===== src/rtl/phy_status_poller.sv =====
module phy_status_poller #(
  parameter int          MDC_DIV   = 25,
  parameter logic [4:0]  PHY_ADDR0 = 5'd1,
  parameter logic [4:0]  PHY_ADDR1 = 5'd2
) (
  input  logic       clk,
  input  logic       rst_n,
  input  logic [1:0] strap_an_en,
  input  logic [1:0] strap_duplex,
  input  logic       force_link,
  output logic       mdc,
  output logic       mdio_o,
  output logic       mdio_oe,
  input  logic       mdio_i,
  output logic [1:0] duplex_full,
  output logic [1:0] link_up
);

  localparam int CW = (MDC_DIV > 1) ? $clog2(MDC_DIV) : 1;

  logic [CW-1:0]   div_cnt;
  logic [5:0]      bitc;
  logic [1:0]      step;
  logic            port;
  logic [15:0]     shreg;
  logic [1:0]      an_q, dup_strap_q, dup_an, link_q, anc_q;
  logic [1:0][2:0] adv_q;

  wire        poll_en = |an_q;
  wire        tick    = (div_cnt == CW'(MDC_DIV - 1));
  wire        rise    = tick & ~mdc;
  wire        fall    = tick & mdc;
  wire        last    = (bitc == 6'd63);
  wire [15:0] rdata   = {shreg[14:0], mdio_i};
  wire [4:0]  phy_sel = port ? PHY_ADDR1 : PHY_ADDR0;
  wire [4:0]  reg_sel = (step == 2'd0) ? 5'd1 : (step == 2'd1) ? 5'd4 : 5'd5;
  wire [63:0] frame   = {32'hFFFF_FFFF, 4'b0110, phy_sel, reg_sel, 18'h3FFFF};

  function automatic logic resolve(input logic [2:0] c);
    return c[2] | (~c[1] & c[0]);
  endfunction

  assign mdio_o      = frame[6'd63 - bitc];
  assign mdio_oe     = poll_en & (bitc < 6'd46);
  assign duplex_full = (an_q & dup_an) | (~an_q & dup_strap_q);
  assign link_up     = link_q | {2{force_link}};

  always_ff @(posedge clk) begin
    if (!rst_n) begin
      an_q        <= strap_an_en;
      dup_strap_q <= strap_duplex;
      div_cnt     <= '0;
      mdc         <= 1'b0;
      bitc        <= '0;
      step        <= '0;
      port        <= 1'b0;
      shreg       <= '0;
      dup_an      <= '0;
      link_q      <= '0;
      anc_q       <= '0;
      adv_q       <= '0;
    end else if (poll_en) begin
      div_cnt <= tick ? '0 : div_cnt + 1'b1;
      if (tick) mdc <= ~mdc;
      if (rise) begin
        shreg <= rdata;
        if (last) begin
          case (step)
            2'd0: begin
              link_q[port] <= rdata[2];
              anc_q[port]  <= rdata[5];
            end
            2'd1: adv_q[port] <= rdata[8:6];
            2'd2: if (anc_q[port]) dup_an[port] <= resolve(adv_q[port] & rdata[8:6]);
            default: ;
          endcase
        end
      end
      if (fall) begin
        bitc <= bitc + 1'b1;
        if (last) begin
          if (step == 2'd2) begin
            step <= '0;
            port <= ~port;
          end else begin
            step <= step + 1'b1;
          end
        end
      end
    end
  end

endmodule


===== config.mk =====
export PLATFORM = sky130hd
export DESIGN_NAME = phy_status_poller
export DESIGN_NICKNAME = d
export VERILOG_FILES = /design/src/rtl/phy_status_poller.sv
export SDC_FILE = /design/constraint.sdc
export NUM_CORES = 1
export LEC_CHECK = 0
export ABC_CLOCK_PERIOD_IN_PS = 4700
export BUFFER_PORTS_ARGS = -buffer_cell sky130_fd_sc_hd__buf_2
export CORE_MARGIN = 2
export CORE_UTILIZATION = 50
export DETAILED_ROUTE_END_ITERATION = 16
export PLACE_DENSITY_LB_ADDON = 0.05
export SYNTH_ARGS = -nofsm -noshare
export SYNTH_HDL_FRONTEND = slang
export SYNTH_SLANG_ARGS = --single-unit

===== constraint.sdc =====
create_clock -name clk -period 4.7 [get_ports clk]
set_input_delay 0.235 -clock clk [delete_from_list [all_inputs] [get_ports clk]]
set_output_delay 0.235 -clock clk [all_outputs]
set_load 0.01 [all_outputs]

==> load_flow_metrics.sql <==
INSERT INTO impl_metrics (metric_group, metric, value, unit) VALUES
('global_route', 'global_route.usage.met3', '5.14', '%'),
('setup_path', 'kind_of_capture_point_of_the_worst_setup_path', 'output port', ''),
('yosys', 'ys.flop_type', 'sky130_fd_sc_hd__dfxtp_1', ''),
('setup_path', 'cp_slowest_stage_delay', '0.40', 'ns'),
('setup_path', 'reg2reg_depth', '6', ''),
('layout', 'finalNetCount', '220', ''),
('cts', 'tritoncts.num_buffers', '5', ''),
('setup_path', 'worstPathArrival', '1.96', 'ns'),
('yosys', 'synth_edf_count', '4', ''),
('setup_path', 'worst_r2r_endpoint', 'anc_q[0]$_SDFFE_PN0P_', ''),
('layout', 'fillerInstances', '355', ''),
('pwr', 'power.leakage', '0.753', 'nW'),
('setup_path', 'setup.worst_path.class', 'flip-flop to output port', ''),
('worst_hold_path', 'hold-path-cell-count', '1', ''),
('timing', 'least_margin_pin_slew', '0.691', 'ns'),
('floorplanning', 'die_width', '65.3', 'um'),
('layout', 'finalNonFillerCells', '258', ''),
('global_route', 'globalRouteMet2Util', '32.5', '%'),
('setup_path', 'regToRegStartpoint', 'div_cnt[0]$_SDFFE_PN0P_', ''),
('cts', 'cts_tree', 'done', ''),
('timing', 'period_needed', '2.19', 'ns'),
('detailed_routing', 'route.detailed.vias_per_inst', '5.49', ''),
('setup_path', 'timing.critical_path.required', '4.47', 'ns'),
('cts', 'cts_hold_repair.buffers', '0', ''),
('global_route', 'globalRoute.busiestLayer', 'met2', ''),
('detailed_routing', 'detailedRoute.firstIterationViolations', '125', ''),
('yosys', 'synth.yosys.warnings', '0', ''),
('yosys', 'synth_area', '0.00188', 'mm^2'),
('setup_path', 'worstPathCellList', 'or2_1 > a22o_1 > a221o_1 > a2111o_1 > buf_2', ''),
('yosys', 'synth.lib_cells_used.distinct', '43', ''),
('cts', 'clock_network_latency_to_the_later_pin_of_the_worst_skew_pair', '0.29', 'ns'),
('global_route', 'grt_antenna_before_repair', '0', ''),
('cts', 'post-cts-setup-buffer-count', '0', ''),
('setup_path', 'timing.critical_path.from_type', 'flip-flop', ''),
('timing', 'final.period_utilization', '46.7', '%'),
('layout', 'num_antenna_cells', '0', ''),
('outcome', 'status', 'finished, final reports clean', ''),
('floorplanning', 'io_pins', '15', ''),
('global_route', 'grt_pass1_wl', '6270', 'um'),
('placement', 'io_buffers', '14', ''),
('cts', 'post_cts_repair_resize_count', '0', ''),
('setup_path', 'r2r_slack', '2.77', 'ns'),
('setup_path', 'path_max_fanout', '7', ''),
('pwr', 'power.ir.vdd_worst', '0.236', 'mV'),
('timing', 'final-hold-violation-count', '0', ''),
('timing', 'fin_setup_tns', '0', 'ns'),
('pwr', 'finalPower', '0.000597', 'W'),
('global_route', 'track_usage', '19.4', '%'),
('worst_hold_path', 'hold_path_startpoint', 'strap_duplex[0]', ''),
('global_route', 'grt_pass1_vias', '1433', ''),
('placement', 'gp_routability_congestion', '0.840', ''),
('worst_hold_path', 'hold_class', 'input pin to flip-flop', ''),
('global_route', 'grt_use_met1', '22.9', '%'),
('global_route', 'grt_remaining_overflow', '0', ''),
('floorplanning', 'core.rowCount', '22', ''),
('timing', 'rsz0062_at_grt', 'no', ''),
('detailed_routing', 'drt_wl_cell', '13.6', 'um'),
('setup_path', 'crit_slowest_cell', 'sky130_fd_sc_hd__a2111o_1', ''),
('timing', 'max_clock_freq', '456', 'MHz'),
('detailed_routing', 'ant_nets', '0', ''),
('yosys', 'synth_nets', '207', ''),
('floorplanning', 'die_height', '65.3', 'um'),
('detailed_routing', 'route.final.wire_length', '3520', 'um'),
('cts', 'htreeDepth', '2', ''),
('cts', 'cts.path.max_buffers', '2', ''),
('yosys', 'gate_count_after_technology_mapping', '196', ''),
('flow_run', 'max_cap_violations', '0', ''),
('placement', 'place_hpwl', '2600', 'um'),
('cts', 'clk_pin_slew', '0.07', 'ns'),
('yosys', 'asyncSetResetFlopFracSynth', '0', '%'),
('yosys', 'post_synthesis_mean_instance_area', '9.58', 'um^2');
-- layout make-up --
cell class	count	area (um^2)	area share, %
clock buffers	7	76.3	3.72
clock inverters	1	5.00	0.244
inverters	5	18.8	0.915
multi-input cells	144	1000	48.8
flip-flops and latches	39	821	40.0
well taps	48	60.1	2.93
repair buffers	14	70.1	3.41
-- worst reg2reg max path: stages (launching register included) --
cell	delay (ns)
sky130_fd_sc_hd__dfxtp_1	0.33
sky130_fd_sc_hd__inv_1	0.09
sky130_fd_sc_hd__ha_1	0.20
sky130_fd_sc_hd__o21ai_1	0.19
sky130_fd_sc_hd__nor2_2	0.58
sky130_fd_sc_hd__nand3_1	0.25
sky130_fd_sc_hd__mux2i_1	0.17
-- sequential cells by signal (all words and copies together) (netlist names), 2 cells and up --
register	flops
div_cnt	5
dup_strap_q	2
dup_an	2
shreg	8
anc_q	2
link_q	2
adv_q	6
bitc	6
step	2
an_q	2
-- stage by stage --
stage	hold slack, ns	worst slack, ns	instance area, um^2
floorplan	0.334	2.98	1880
finish	0.119	2.51	2050
global placement	0.412	2.81	1970
CTS	0.110	2.50	2050
global route	0.110	2.42	2050
detailed placement	0.414	2.76	1970
-- layer usage --
layer	share of wire, %	vias up
li1	-	725
met1	45	669
met2	50	15
met3	3.0	8
met4	2.4	0
met5	0	-
-- where the power goes --
| group | internal (W) | total (W) | switching, W |
|---|---|---|---|
| Clock | 0.000104 | 0.000214 | 0.000110 |
| Combinational | 0.0000136 | 0.0000364 | 0.0000228 |
| Sequential | 0.000342 | 0.000347 | 0.00000470 |
-- synthesized netlist by cell type (all sizes together) (2+ instances only) --
| library cell | instances | area [um^2] |
|---|---|---|
| o21ai | 7 | 35.0 |
| nor2 | 29 | 111 |
| edfxtp | 4 | 120 |
| a41o | 2 | 20.0 |
| mux2i | 19 | 190 |
| nand2 | 15 | 56.3 |
| nor3 | 3 | 15.0 |
| or2 | 4 | 25.0 |
| ha | 3 | 37.5 |
| nand4b | 3 | 32.5 |
| nand4 | 7 | 43.8 |
| nand3 | 10 | 50.1 |
| xor2 | 5 | 43.8 |
| mux2 | 6 | 67.6 |
| dfxtp | 35 | 701 |
| a21oi | 5 | 25.0 |
| nor4 | 6 | 73.8 |
| clkbuf | 5 | 18.8 |
| nand4bb | 2 | 27.5 |
| inv | 5 | 18.8 |
| xnor2 | 3 | 26.3 |
| nand2b | 3 | 18.8 |
| buf | 3 | 17.5 |
| and3 | 2 | 12.5 |
-- cells in the final DEF (no fill, tap or decap), types with 3 or more instances in the layout --
| master | n |
|---|---|
| sky130_fd_sc_hd__nand4_1 | 7 |
| sky130_fd_sc_hd__xnor2_1 | 3 |
| sky130_fd_sc_hd__ha_1 | 3 |
| sky130_fd_sc_hd__a21oi_1 | 5 |
| sky130_fd_sc_hd__buf_2 | 14 |
| sky130_fd_sc_hd__mux2_2 | 6 |
| sky130_fd_sc_hd__nor3_1 | 3 |
| sky130_fd_sc_hd__nand2b_1 | 3 |
| sky130_fd_sc_hd__mux2i_1 | 19 |
| sky130_fd_sc_hd__nand2_1 | 15 |
| sky130_fd_sc_hd__or2_2 | 3 |
| sky130_fd_sc_hd__nor2_1 | 28 |
| sky130_fd_sc_hd__nand3_1 | 10 |
| sky130_fd_sc_hd__nor4_1 | 3 |
| sky130_fd_sc_hd__inv_1 | 4 |
| sky130_fd_sc_hd__xor2_1 | 5 |
| sky130_fd_sc_hd__dfxtp_1 | 35 |
| sky130_fd_sc_hd__edfxtp_1 | 4 |
| sky130_fd_sc_hd__clkbuf_8 | 5 |
| sky130_fd_sc_hd__o21ai_0 | 6 |
-- worst max path at each step --
stage                                  startpoint                     to  depth (start not counted)
after global placement       step[1]$_SDFFE_PN0P_                 mdio_o                          5
final                        step[0]$_SDFFE_PN0P_                 mdio_o                          5
after global routing         step[1]$_SDFFE_PN0P_                 mdio_o                          5
after floorplan              step[1]$_SDFFE_PN0P_                 mdio_o                          4
after detailed placement  div_cnt[0]$_SDFFE_PN0P_  anc_q[0]$_SDFFE_PN0P_                          6
after CTS                    step[1]$_SDFFE_PN0P_                 mdio_o                          5
-- logic make-up after synthesis --
group           Yosys count  share of synthesized area [%]
simple gates             87                           26.3
flops                    39                           43.7
mux                      25                           13.7
compound gates           21                           7.60
buf+inv                  13                           2.93
xor+xnor                  8                           3.73
fa+ha+maj                 3                           2.00
Power figures use the tool's default switching activity.
